File: src/rtl/irq_seq.sv
module irq_seq #(
  parameter int N_IRQ = 4,
  parameter int AW = 16,
  parameter logic [AW-1:0] SP_INIT = 'h00FF,
  parameter logic [AW-1:0] VEC_TOP = 'hFFFE
) (
  input  logic             clk,
  input  logic             rst_n,
  input  logic             rst_req,
  input  logic [N_IRQ-1:0] irq_req,
  input  logic             instr_done,
  input  logic             swi_stb,
  input  logic             rti_stb,
  input  logic             halt_stb,
  input  logic             cli_stb,
  input  logic [AW-1:0]    pc_in,
  input  logic [7:0]       x_in,
  input  logic [7:0]       a_in,
  input  logic [7:0]       ccr_in,
  input  logic [7:0]       rd_data,
  output logic             wr_en,
  output logic [AW-1:0]    wr_addr,
  output logic [7:0]       wr_data,
  output logic             rd_en,
  output logic [AW-1:0]    rd_addr,
  output logic [AW-1:0]    sp,
  output logic             i_mask,
  output logic             busy,
  output logic             vec_req,
  output logic [AW-1:0]    vec_addr,
  output logic             cpu_clk_en,
  output logic             rti_done,
  output logic             flush,
  output logic [AW-1:0]    pc_out,
  output logic [7:0]       x_out,
  output logic [7:0]       a_out,
  output logic [7:0]       ccr_out
);
  localparam int IW = (N_IRQ > 1) ? $clog2(N_IRQ) : 1;
  localparam logic [AW-1:0] V_SWI = VEC_TOP - AW'(2);
  localparam logic [AW-1:0] V_HW0 = VEC_TOP - AW'(4);

  typedef enum logic [2:0] {S_RUN, S_PUSH, S_VEC, S_SLEEP, S_PULL} st_t;

  st_t           st;
  logic [2:0]    cnt;
  logic          vph;
  logic [AW-1:0] sp_q, vbase, ret_q;
  logic [7:0]    x_q, a_q, c_q;
  logic          imask;
  logic [IW-1:0] win;
  logic [AW-1:0] hw_vec;
  logic          any_req;

  always_comb begin
    win = '0;
    for (int i = N_IRQ - 1; i >= 0; i--)
      if (irq_req[i]) win = IW'(i);
  end

  assign any_req = |irq_req;
  assign hw_vec  = V_HW0 - (AW'(win) << 1);

  assign wr_en      = (st == S_PUSH);
  assign wr_addr    = sp_q;
  assign rd_en      = (st == S_PULL);
  assign rd_addr    = sp_q + AW'(1);
  assign sp         = sp_q;
  assign i_mask     = imask;
  assign busy       = (st == S_PUSH) || (st == S_VEC) || (st == S_PULL);
  assign vec_req    = (st == S_VEC);
  assign vec_addr   = vbase + AW'(vph);
  assign cpu_clk_en = (st != S_SLEEP);
  assign pc_out     = ret_q;
  assign x_out      = x_q;
  assign a_out      = a_q;
  assign ccr_out    = c_q;

  always_comb begin
    case (cnt)
      3'd0:    wr_data = ret_q[7:0];
      3'd1:    wr_data = 8'(ret_q >> 8);
      3'd2:    wr_data = x_q;
      3'd3:    wr_data = a_q;
      default: wr_data = c_q;
    endcase
  end

  always_ff @(posedge clk or negedge rst_n) begin
    if (!rst_n) begin
      st       <= S_VEC;
      cnt      <= '0;
      vph      <= 1'b0;
      vbase    <= VEC_TOP;
      sp_q     <= SP_INIT;
      imask    <= 1'b1;
      ret_q    <= '0;
      x_q      <= '0;
      a_q      <= '0;
      c_q      <= '0;
      rti_done <= 1'b0;
      flush    <= 1'b0;
    end else begin
      rti_done <= 1'b0;
      flush    <= 1'b0;
      if (rst_req) begin
        st    <= S_VEC;
        cnt   <= '0;
        vph   <= 1'b0;
        vbase <= VEC_TOP;
        sp_q  <= SP_INIT;
        imask <= 1'b1;
      end else begin
        case (st)
          S_RUN: if (instr_done) begin
            if (cli_stb) imask <= 1'b0;
            if (swi_stb || rti_stb || halt_stb || (any_req && !imask)) begin
              x_q <= x_in;
              a_q <= a_in;
              c_q <= {ccr_in[7:4], imask, ccr_in[2:0]};
              cnt <= '0;
            end
            if (swi_stb) begin
              st    <= S_PUSH;
              ret_q <= pc_in;
              vbase <= V_SWI;
            end else if (rti_stb) begin
              st <= S_PULL;
            end else if (halt_stb) begin
              st    <= S_SLEEP;
              imask <= 1'b0;
            end else if (any_req && !imask) begin
              st    <= S_PUSH;
              ret_q <= pc_in - AW'(1);
              vbase <= hw_vec;
            end
          end
          S_SLEEP: if (any_req) begin
            st    <= S_PUSH;
            cnt   <= '0;
            ret_q <= pc_in - AW'(1);
            x_q   <= x_in;
            a_q   <= a_in;
            c_q   <= {ccr_in[7:4], imask, ccr_in[2:0]};
            vbase <= hw_vec;
          end
          S_PUSH: begin
            sp_q <= sp_q - AW'(1);
            cnt  <= cnt + 3'd1;
            if (cnt == 3'd4) begin
              st    <= S_VEC;
              vph   <= 1'b0;
              imask <= 1'b1;
            end
          end
          S_VEC: begin
            vph <= ~vph;
            if (vph) st <= S_RUN;
          end
          S_PULL: begin
            sp_q <= sp_q + AW'(1);
            cnt  <= cnt + 3'd1;
            case (cnt)
              3'd0: c_q   <= rd_data;
              3'd1: a_q   <= rd_data;
              3'd2: x_q   <= rd_data;
              3'd3: ret_q <= AW'({rd_data, 8'h00});
              default: begin
                ret_q    <= ret_q | AW'(rd_data);
                imask    <= c_q[3];
                rti_done <= 1'b1;
                cnt      <= '0;
                if (any_req && !c_q[3]) begin
                  st    <= S_PUSH;
                  flush <= 1'b1;
                  vbase <= hw_vec;
                end else begin
                  st <= S_RUN;
                end
              end
            endcase
          end
          default: st <= S_RUN;
        endcase
      end
    end
  end
endmodule


File: config.mk
export PLATFORM = sky130hd
export DESIGN_NAME = irq_seq
export DESIGN_NICKNAME = d
export VERILOG_FILES = /design/src/rtl/irq_seq.sv
export SDC_FILE = /design/constraint.sdc
export NUM_CORES = 1
export LEC_CHECK = 0
export ABC_AREA = 0
export BUFFER_PORTS_ARGS = -buffer_cell sky130_fd_sc_hd__buf_2
export CORE_AREA = 4 4 105 107
export CTS_BUF_LIST = sky130_fd_sc_hd__clkbuf_16
export DETAILED_ROUTE_END_ITERATION = 10
export DIE_AREA = 0 0 109 111
export PLACE_DENSITY = 0.79
export SLEW_MARGIN = 15
export SYNTH_ARGS = -nofsm -noshare
export SYNTH_HDL_FRONTEND = slang
export SYNTH_SLANG_ARGS = --single-unit
File: constraint.sdc
create_clock -name clk -period 3.31 [get_ports clk]
set_clock_uncertainty 0.1 [all_clocks]
set_input_delay 0.662 -clock clk [delete_from_list [all_inputs] [get_ports clk]]
set_output_delay 0.662 -clock clk [all_outputs]
set_load 0.01 [all_outputs]
[After elaboration in Yosys (flattened, before gate mapping)]
Cells that the tools add are included.
W data, S select, Z words.
Cells by class
  $add $sub $neg: 6
  eq/ne operators: 30
  multiplexer cells: 77
  bitwise logic cells: 3
  reductions and logical operators: 29
Operator list (count)
  $mux W16: 16
  $mux W8: 12
  $pmux W16 S3: 2
  $pmux W8 S3: 3
  $pmux W16 S2: 2
  $mux W3: 15
  $pmux W8 S4: 1
  $sub A16 B1 Y16 const B: 2
  $reduce_and A6 Y1: 4
  $ne A3 B3 Y1 const B: 7
  $mux W1: 18
  $add A16 B1 Y16: 1
  $add A16 B1 Y16 const B: 1
  $or A16 B8 Y16: 1
  $reduce_and A8 Y1: 2
  $pmux W3 S5: 1
  $eq A3 B2 Y1 const B: 4
  $ne A3 B2 Y1 const B: 4
  $ne A4 B4 Y1 const B: 3
  $pmux W3 S4: 1
  $reduce_bool A3 Y1: 3
  $mux W2: 4
  $ne A2 B2 Y1 const B: 4
  $reduce_and A4 Y1: 2
  other kinds (18): 32
Word-level totals
  flip-flop bits (word level): 82
  input port bits: 60
  logic and storage cells: 157

[Depth between registers and ports, before layout]
Gate-level depths: netlist of the first run.
  depth after elaboration: 12
  depth in mapped cells: 9

[Worst setup path after synthesis of the first run]
No wires, ideal clock.
  path type: flip-flop to output port
  start: register cnt[0]
  end: output wr_data[0]
  data arrival time: 1.885 ns
  data required time: 2.548 ns
  slack: 0.663 ns
  stages on the path, launching flop included: 8
  path buffers: 2
  path through: dfrtp_1 > inv_1 > ha_1 > clkbuf_1 > or3_1 > a21o_1 > clkbuf_1 > o221ai_1
On the way
  word-level cells in the longest chain between the ends: 2
RTL lines
  from (decl): RTL line 46  | logic [2:0] cnt;
  from (signal assigned): RTL line 149  | cnt <= cnt + 3'd1;
  from (signal assigned): RTL line 162  | cnt <= cnt + 3'd1;
  $eq A3 B2 Y1 (tied with other cells): RTL line 80  | case (cnt)
  $pmux W8 S4 (*): RTL line 80
  to (decl): RTL line 23  | output logic [7:0] wr_data,
Every way passes the cells marked *; elsewhere a longest branch is shown, timed or not.

[Worst setup path in the final report of the first run]
  start: register cnt[0]
  end: output wr_data[3]
The elaborated chain is that of the path after synthesis.

==> results of run 1 <==
-- cells in the final DEF, fill, tap and decap left out, types with 3 or more instances in the layout --
master	count
ha_1	7
dfstp_2	13
a31oi_1	5
or3_1	8
and3_1	7
nor3_1	20
o22ai_1	5
clkinvlp_4	3
or2_2	8
a22o_1	3
nand2b_1	9
nor2b_1	4
xor2_1	13
o221a_2	7
xnor2_1	16
conb_1	12
dfrtp_1	56
clkbuf_16	9
a222oi_1	8
nand2_1	48
nor3b_1	4
inv_1	39
buf_2	166
mux2i_1	33
nor2_1	29
o211ai_1	4
and2_1	11
nand3_1	12
nor4_1	10
nand4_1	8
nor3_4	3
o21ai_0	20
o31ai_1	4
buf_4	12
mux2_2	10
o221ai_1	9
or4_1	6
a21oi_1	44
-- metrics by stage --
step | hold slack, ns | total power, µW | utilization (%) | cells
CTS | 0.286 | 3820 | 60.4 | 864
floorplan | 0.266 | 2270 | - | 593
finish | 0.260 | 3810 | 60.5 | 864
global route | 0.304 | 4040 | 60.5 | 864
detailed placement | 0.421 | 2920 | 57.7 | 848
global placement | 0.412 | 2880 | 57.7 | 848
-- flip-flops by register name, indices dropped and copies added, names as in the netlist --
register,flops
rti_done,1
x_out,8
vph,1
vbase,3
sp,16
pc_out,16
flush,1
ccr_out,8
i_mask,1
a_out,8
st,3
cnt,3
-- power by group through the flow --
stage               combinational, µW  sequential (µW)  clock [µW]
floorplan                         826             1440           0
global placement                 1480             1400           0
detailed placement               1520             1410           0
CTS                              1520             1400         897
global route                     1650             1440         946
finish                           1510             1410         889
-- final cells by class --
type,instances,area share (%)
Timing Repair Buffer,179,15.3
Tap cell,136,2.77
Sequential cell,69,28.4
Inverter,40,2.45
Clock buffer,9,3.67
Multi-Input combinational cell,424,46.5
Clock inverter,7,0.816
-- logic make-up after synthesis --
family,count (synthesis),share of synthesized area [%]
simple gates,196,20.8
compound gates,136,18.9
buf+inv,100,10.0
flops,69,34.5
mux,43,8.76
xor+xnor,29,5.02
fa+ha+maj,8,1.98
other cells,1,0.0742
-- critical path, cell delays in order (launching register included) --
cell,delay (ns)
dfrtp_1,0.43
inv_1,0.10
ha_1,0.34
or3_1,0.47
a21o_2,0.36
o221ai_1,0.22
buf_2,0.17
-- worst max-delay path by stage --
stage / start / slack, ns / endpoint / depth (start not counted)
after detailed placement: cnt[0]$_DFFE_PN0P_ / 0.41 / wr_data[3] / 6
after CTS: cnt[0]$_DFFE_PN0P_ / 0.03 / wr_data[3] / 6
after global routing: cnt[0]$_DFFE_PN0P_ / 0.04 / wr_data[5] / 6
after floorplan: cnt[0]$_DFFE_PN0P_ / 0.66 / wr_data[0] / 7
after global placement: cnt[0]$_DFFE_PN0P_ / 0.47 / wr_data[3] / 6
final: cnt[0]$_DFFE_PN0P_ / 0.13 / wr_data[3] / 6
-- synth_stat cells (6+ instances only) --
master,count
dfrtp_1,56
nand2_1,48
a21oi_1,44
inv_1,39
mux2i_1,33
buf_4,30
nor2_1,29
clkbuf_1,25
nor3_1,20
o21ai_0,20
xnor2_1,16
dfstp_2,13
xor2_1,13
nand3_1,12
and2_1,11
mux2_2,10
nor4_1,10
nand2b_1,9
o221ai_1,9
a222oi_1,8
ha_1,8
nand4_1,8
or2_2,8
or3_1,8
and3_1,7
o221a_2,7
or4_1,6
-- routing by layer --
layer,part of all wire [%],GRT usage (%),vias up
met4,3.5,12.6,0
met2,49,40.7,276
li1,-,-,2352
met1,39,31.0,2400
met3,8.8,5.65,45
met5,0,0,-
==> flow_metrics.py, run 1 <==
metrics = {
    "run": {
        "drv_cap": 0,
    },
    "logic_synthesis": {
        "ys_seq_area_share_pct": 34.5,
        "async_flop_share_pct": 100,
        "synth.top_cell.area_share_pct": 27.7,
        "postSynthAreaPerCell_um2": 8.69,
        "yosysTopAreaCell": "dfrtp_1",
        "syn_inst": 582,
        "synth-seq-cells": 69,
        "yosysWarnings": 0,
        "synth.area.top_cells": "dfrtp_1, dfstp_2, mux2i_1, buf_4, a21oi_1",
        "synthFlopType": "dfrtp_1",
        "synth_area_mm2": 0.00506,
        "ys_types": 67,
        "synth_edf_count": 0,
    },
    "die": {
        "start_util_pct": 49.9,
        "die_w_um": 109,
        "ios": 180,
        "die_h_um": 111,
        "rows": 37,
        "dieArea_mm2": 0.0121,
        "core_mm2": 0.0101,
    },
    "placed_design": {
        "gp_congestion": 0.920,
        "place_ws_ns": 0.415,
        "dpl.hpwl_um": 11700,
        "dpl-instance-area_mm2": 0.00585,
        "io_buffers": 166,
    },
    "power_and_ir_drop": {
        "irDropWorstVdd_mv": 0.402,
        "sequentialPowerShare_pct": 37.0,
        "pwr-share-comb_pct": 39.7,
        "power.share.switching_pct": 39.4,
        "leakage_uw": 0.00293,
        "clkPwrFrac_pct": 23.3,
        "power.switching_uw": 1500,
        "intPower_uw": 2310,
        "powerDensity_mw_per_mm2": 621,
    },
    "cells_and_area": {
        "synthToLayoutAreaGrowth_pct": 21.3,
        "fin_nets": 791,
        "seq_area_mm2": 0.00174,
        "postLayoutCellArea_mm2": 0.00613,
        "n_antenna_cell": 0,
        "multi_input_area_mm2": 0.00285,
        "nFillCells": 897,
        "drive_above_1_share_pct": 33.2,
    },
    "cts": {
        "cts-root-buf": "clkbuf_16",
        "cts_resized": 0,
        "ctsHoldBuffers": 0,
        "clk_latency_ns": 0.33,
        "cts-htree-levels": 3,
        "cts_tree": "built",
        "postCtsSetupBuffers": 0,
        "cts_max_path_buffers": 2,
        "clkTransAtPathRegs_ns": 0.06,
        "clock-sinks": 69,
        "cts_buffers": 9,
    },
    "grt": {
        "grt_pass1_vias": 5022,
        "grt_max_degree": 43,
        "track_usage_pct": 25.1,
        "antenna_found_initial": 0,
        "grt_pass1_wl_um": 24200,
        "gr-total-overflow": 0,
    },
    "drt": {
        "first_pass_iters": 7,
        "ant_nets": 0,
        "route.vias.total": 5073,
        "drc": 0,
        "avgViaCountPerCell": 5.87,
        "drtIter0Drc": 380,
        "avgRoutedWirePerCell_um": 17.7,
        "routed_wl_um": 15300,
    },
    "setup_path": {
        "r2r-start": "st[1]$_DFFE_PN1P_",
        "required_ns": 2.55,
        "rrSetupSlack_ns": 0.41,
        "critPathMaxFanout": 12,
        "worst_ep_arrival_time_ns": 2.41,
        "endpoint_kind": "output port",
        "crit_path_start_kind": "register",
        "reg2reg_depth": 6,
        "worstSetupPathType": "register to output port",
        "r2r-end": "pc_out[2]$_DFFE_PN0P_",
    },
    "sta": {
        "rsz0062_at_grt": "no",
        "max_freq_ghz": 0.315,
        "setup_tns_ns": 0,
        "hold_violations": 0,
        "post-route-period-util_pct": 96.0,
        "relSlewSlack_pct": 53.2,
        "final_max_slew_viol_count": 0,
        "period_needed_ns": 3.18,
        "setup-violations-final": 0,
        "setup_ws_ns": 0.133,
        "worst_pin_slew_ns": 0.699,
    },
    "outcome": {
        "outcome": "completed",
    },
    "worst_hold_path": {
        "min_path_type": "primary input to asynchronous set/reset pin",
    },
}
(Power assumes the default switching activity.)
==> run 2, diff against run 1 <==
--- a/config.mk
+++ b/config.mk
@@ -7,10 +7,10 @@
 export LEC_CHECK = 0
 export ABC_AREA = 0
 export BUFFER_PORTS_ARGS = -buffer_cell sky130_fd_sc_hd__buf_2
-export CORE_AREA = 4 4 105 107
+export CORE_AREA = 2 2 103 105
 export CTS_BUF_LIST = sky130_fd_sc_hd__clkbuf_16
 export DETAILED_ROUTE_END_ITERATION = 10
-export DIE_AREA = 0 0 109 111
+export DIE_AREA = 0 0 105 107
 export PLACE_DENSITY = 0.79
 export SLEW_MARGIN = 15
 export SYNTH_ARGS = -nofsm -noshare
==> run 2 against run 1 <==
Compared with the run above: sequential power hardly changed; critical path depth stayed put; combinational power hardly changed; utilization is 0.39 points higher; register-to-register slack better by 0.03 ns; non-clock buffer count is 1 higher; cell count is 0.12% higher; clock power is 6.1% higher; critical path type unchanged.
==> flow_metrics.py, run 2 (synthesis gave the netlist of run 1 again) <==
metrics = {
    "setup_path": {
        "required_ns": 2.55,
        "crit_path_start_kind": "register",
        "worstSetupPathType": "register to output port",
        "worst_ep_arrival_time_ns": 2.40,
        "critPathMaxFanout": 12,
        "endpoint_kind": "output port",
    },
    "drt": {
        "avgViaCountPerCell": 5.94,
        "drtIter0Drc": 382,
        "avgRoutedWirePerCell_um": 17.8,
        "ant_nets": 0,
        "drc": 0,
        "routed_wl_um": 15400,
        "route.vias.total": 5138,
        "first_pass_iters": 5,
    },
    "sta": {
        "post-route-period-util_pct": 95.6,
        "worst_pin_slew_ns": 0.908,
        "relSlewSlack_pct": 39.5,
        "setup_ws_ns": 0.145,
        "hold_violations": 0,
        "whs_ns": 0.418,
        "max_freq_ghz": 0.316,
        "rsz0062_at_grt": "no",
        "setup_tns_ns": 0,
        "period_needed_ns": 3.16,
        "setup-violations-final": 0,
        "final_max_slew_viol_count": 0,
    },
    "cells_and_area": {
        "synthToLayoutAreaGrowth_pct": 21.5,
        "n_antenna_cell": 0,
        "drive_above_1_share_pct": 33.2,
        "final_cell_mix": "buf_2, dfrtp_1, nand2_1",
        "nFillCells": 943,
        "layout_commonest_cell": "buf_2",
        "utilization_pct": 60.9,
        "fin_nets": 792,
    },
    "grt": {
        "use_met3_pct": 5.84,
        "top_usage_layer": "met2",
        "gr-total-overflow": 0,
        "grt_pass1_vias": 4990,
        "track_usage_pct": 27.5,
        "use_met2_pct": 48.0,
        "grt_pass1_wl_um": 24600,
        "grt_max_degree": 70,
        "gr-usage-met1_pct": 32.0,
        "antenna_found_initial": 0,
    },
    "die": {
        "core_mm2": 0.0101,
        "rows": 37,
        "die_w_um": 105,
        "start_util_pct": 50.1,
        "dieArea_mm2": 0.0112,
        "ios": 180,
        "die_h_um": 107,
    },
    "run": {
        "drv_cap": 0,
    },
    "outcome": {
        "outcome": "completed",
    },
    "power_and_ir_drop": {
        "powerDensity_mw_per_mm2": 630,
        "leakage_uw": 0.00295,
        "irDropWorstVdd_mv": 0.439,
    },
    "cts": {
        "cts_max_path_buffers": 2,
        "clock-sinks": 69,
        "clkTransAtPathRegs_ns": 0.06,
        "postCtsSetupBuffers": 0,
        "cts_buffers": 9,
        "clk_latency_ns": 0.33,
        "cts_tree": "built",
        "cts-htree-levels": 3,
        "cts-root-buf": "clkbuf_16",
    },
    "worst_hold_path": {
        "min_path_type": "register to register",
    },
    "placed_design": {
        "io_buffers": 166,
        "place_ws_ns": 0.400,
        "dpl.hpwl_um": 11500,
        "gp_congestion": 0.927,
    },
}
-- run 2: area by class of cell --
cell class	count	area (µm²)	area share, %
timing repair buffer	180	936	15.2
clock buffer	9	225	3.67
multi-input combinational	424	2850	46.4
tap	136	170	2.77
sequential	69	1740	28.4
inverter	40	150	2.44
clock inverter	7	66.3	1.08
-- run 2: where the power goes --
group          internal, µW  leakage, µW  switching [µW]
Combinational           677      0.00197             852
Clock                   579     0.000147             364
Sequential             1130     0.000838             272
-- run 2: worst paths after layout --
check                                startpoint                     to  slack (ns)  cells past startpoint
min                        vbase[1]$_DFFE_PN1P_   vbase[1]$_DFFE_PN1P_        0.42                      2
min reg2reg                vbase[1]$_DFFE_PN1P_   vbase[1]$_DFFE_PN1P_        0.42                      2
min in group asynchronous                 rst_n     sp[14]$_DFFE_PN0P_        0.45                      2
max reg2reg                   st[2]$_DFFE_PN0P_  pc_out[9]$_DFFE_PN0P_        0.44                      5
max in group asynchronous                 rst_n   x_out[6]$_DFFE_PN0P_        2.07                      2
max                          cnt[0]$_DFFE_PN0P_             wr_data[6]        0.15                      6
-- run 2: metal layers --
metal | part of all wire, % | vias to the layer above
met5 | 0 | -
met4 | 3.8 | 0
met3 | 8.3 | 42
met2 | 49 | 278
met1 | 39 | 2460
li1 | - | 2358
-- run 2: what timing repair did --
action	in CTS	in global routing
endpoints found under the setup margin	0	8
gates resized for setup	0	2
hold buffers	0	0
-- run 2: critical path, stage by stage (launching register included) --
cell	delay [ns]
dfrtp_1	0.42
inv_1	0.09
ha_1	0.33
or3_1	0.46
a21o_2	0.35
o221ai_1	0.23
buf_2	0.18
-- run 2: stage by stage --
step,std cells,instance area [µm²],power [µW]
2_1_floorplan,593,5100,2270
3_3_place_gp,849,5850,2870
3_5_place_dp,849,5850,2920
4_1_cts,865,6140,3880
5_1_grt,865,6140,4100
6_report,865,6140,3870
==> run 3, diff against run 2 <==
--- a/config.mk
+++ b/config.mk
@@ -7,11 +7,12 @@
 export LEC_CHECK = 0
 export ABC_AREA = 0
 export BUFFER_PORTS_ARGS = -buffer_cell sky130_fd_sc_hd__buf_2
-export CORE_AREA = 2 2 103 105
+export CORE_AREA = 8 8 109 111
 export CTS_BUF_LIST = sky130_fd_sc_hd__clkbuf_16
 export DETAILED_ROUTE_END_ITERATION = 10
-export DIE_AREA = 0 0 105 107
+export DIE_AREA = 0 0 117 119
 export PLACE_DENSITY = 0.79
+export RECOVER_POWER = 25
 export SLEW_MARGIN = 15
 export SYNTH_ARGS = -nofsm -noshare
 export SYNTH_HDL_FRONTEND = slang
==> run 3 against run 2 <==
Compared with the run above: the flow now finishes with violations (capacitance limit, slew limit); clock power rose by 21%; fmax rose by 0.17%; utilization rose by 0.60 points; sequential power barely moved; critical path type unchanged.
==> flow_metrics.py, run 3 (synthesis gave the netlist of run 1 again) <==
metrics = {
    "outcome": {
        "outcome": "finished, violations left",
        "violations": "capacitance limit, slew limit",
    },
    "setup_path": {
        "critPathMaxFanout": 12,
        "required_ns": 2.55,
        "worst_ep_arrival_time_ns": 2.40,
        "endpoint_kind": "output port",
        "worstSetupPathType": "register to output port",
        "crit_path_start_kind": "register",
    },
    "cells_and_area": {
        "drive_above_1_share_pct": 33.3,
        "synthToLayoutAreaGrowth_pct": 22.7,
        "layout_commonest_cell": "buf_2",
        "n_antenna_cell": 0,
        "utilization_pct": 61.5,
        "postLayoutCellArea_mm2": 0.00620,
        "fin_nets": 792,
        "final_cell_mix": "buf_2, dfrtp_1, nand2_1",
    },
    "power_and_ir_drop": {
        "pwr-share-comb_pct": 37.7,
        "power.switching_uw": 1540,
        "power.share.switching_pct": 37.6,
        "intPower_uw": 2550,
        "leakage_uw": 0.00297,
        "sequentialPowerShare_pct": 34.5,
        "powerDensity_mw_per_mm2": 659,
        "clkPwrFrac_pct": 27.8,
        "irDropWorstVdd_mv": 0.446,
    },
    "cts": {
        "clock-sinks": 69,
        "clkTransAtPathRegs_ns": 0.06,
        "cts_max_path_buffers": 2,
        "cts_tree": "built",
        "clk_latency_ns": 0.33,
        "cts_buffers": 9,
        "ctsHoldBuffers": 0,
        "cts-root-buf": "clkbuf_16",
        "cts-htree-levels": 3,
    },
    "grt": {
        "grt_pass1_vias": 5211,
        "gr-total-overflow": 0,
        "grt_max_degree": 42,
        "antenna_found_initial": 0,
        "track_usage_pct": 23.4,
        "grt_pass1_wl_um": 26100,
    },
    "sta": {
        "post-route-period-util_pct": 95.5,
        "final_max_slew_viol_count": 30,
        "period_needed_ns": 3.16,
        "setup-violations-final": 0,
        "worst_pin_slew_ns": 1.62,
        "whs_ns": 0.415,
        "relSlewSlack_pct": -8.15,
        "rsz0062_at_grt": "no",
        "hold_violations": 0,
        "setup_tns_ns": 0,
        "max_freq_ghz": 0.317,
    },
    "placed_design": {
        "dpl-instance-area_mm2": 0.00586,
        "io_buffers": 166,
        "gp_congestion": 0.900,
        "dpl.hpwl_um": 12700,
    },
    "drt": {
        "drc": 0,
        "drtIter0Drc": 373,
        "routed_wl_um": 16500,
        "first_pass_iters": 5,
        "route.vias.total": 5136,
        "avgViaCountPerCell": 5.94,
        "avgRoutedWirePerCell_um": 19.1,
        "ant_nets": 0,
    },
    "worst_hold_path": {
        "min_path_type": "register to register",
    },
    "run": {
        "drv_cap": 1,
    },
    "die": {
        "ios": 180,
        "die_h_um": 119,
        "start_util_pct": 50.1,
        "dieArea_mm2": 0.0139,
        "core_mm2": 0.0101,
        "die_w_um": 117,
        "rows": 37,
    },
}
==> run 3: worst paths after layout <==
path / startpoint / endpoint / slack [ns] / depth (start not counted)
max: cnt[0]$_DFFE_PN0P_ / wr_data[6] / 0.15 / 6
min: vbase[1]$_DFFE_PN1P_ / vbase[1]$_DFFE_PN1P_ / 0.41 / 2
max reg2reg: st[2]$_DFFE_PN0P_ / pc_out[11]$_DFFE_PN0P_ / 0.43 / 5
min reg2reg: vbase[1]$_DFFE_PN1P_ / vbase[1]$_DFFE_PN1P_ / 0.41 / 2
max in group asynchronous: rst_n / x_out[7]$_DFFE_PN0P_ / 0.71 / 2
min in group asynchronous: rst_n / sp[13]$_DFFE_PN0P_ / 0.63 / 1
==> run 3: layout make-up <==
| cell class | instances | area, µm² |
|---|---|---|
| clock buffers | 9 | 225 |
| inverters | 40 | 150 |
| well taps | 136 | 170 |
| fillers | 932 | 3890 |
| repair buffers | 180 | 932 |
| clock inverters | 7 | 128 |
| flip-flops and latches | 69 | 1740 |
| multi-input cells | 424 | 2860 |
==> run 3: power by group through the flow <==
stage          clock [µW]  sequential [µW]  combinational [µW]
6_report             1140             1410                1540
5_1_grt              1180             1440                1700
4_1_cts              1150             1400                1550
3_5_place_dp            0             1400                1550
3_3_place_gp            0             1400                1510
2_1_floorplan           0             1440                 826
==> run 3: layer usage <==
metal	GRT usage [%]	up-vias	wire (µm)	share of wire [%]
met5	0	-	0	0
met4	12.4	0	634	3.8
met3	5.86	38	1600	9.7
met2	39.4	279	7980	48
met1	26.7	2455	6330	38
li1	-	2364	-	-
==> run 3: metrics by stage <==
step                setup WS (ns)  total power [µW]  cells
floorplan                   0.663              2270    593
global placement            0.434              2910    849
detailed placement          0.405              2950    849
CTS                        0.0580              4100    865
global route               0.0303              4310    865
finish                      0.151              4090    865
==> run 3: worst max-delay path: stages (launching register included) <==
cell      delay [ns]
dfrtp_1         0.42
inv_1           0.09
ha_2            0.29
or3_1           0.47
a21o_2          0.35
o221ai_1        0.26
buf_2           0.19
==> run 3: timing repair <==
action | CTS | global route
resized for setup | 1 | 2
buffers inserted | 0 | 0
endpoints found under the setup margin | 1 | 8
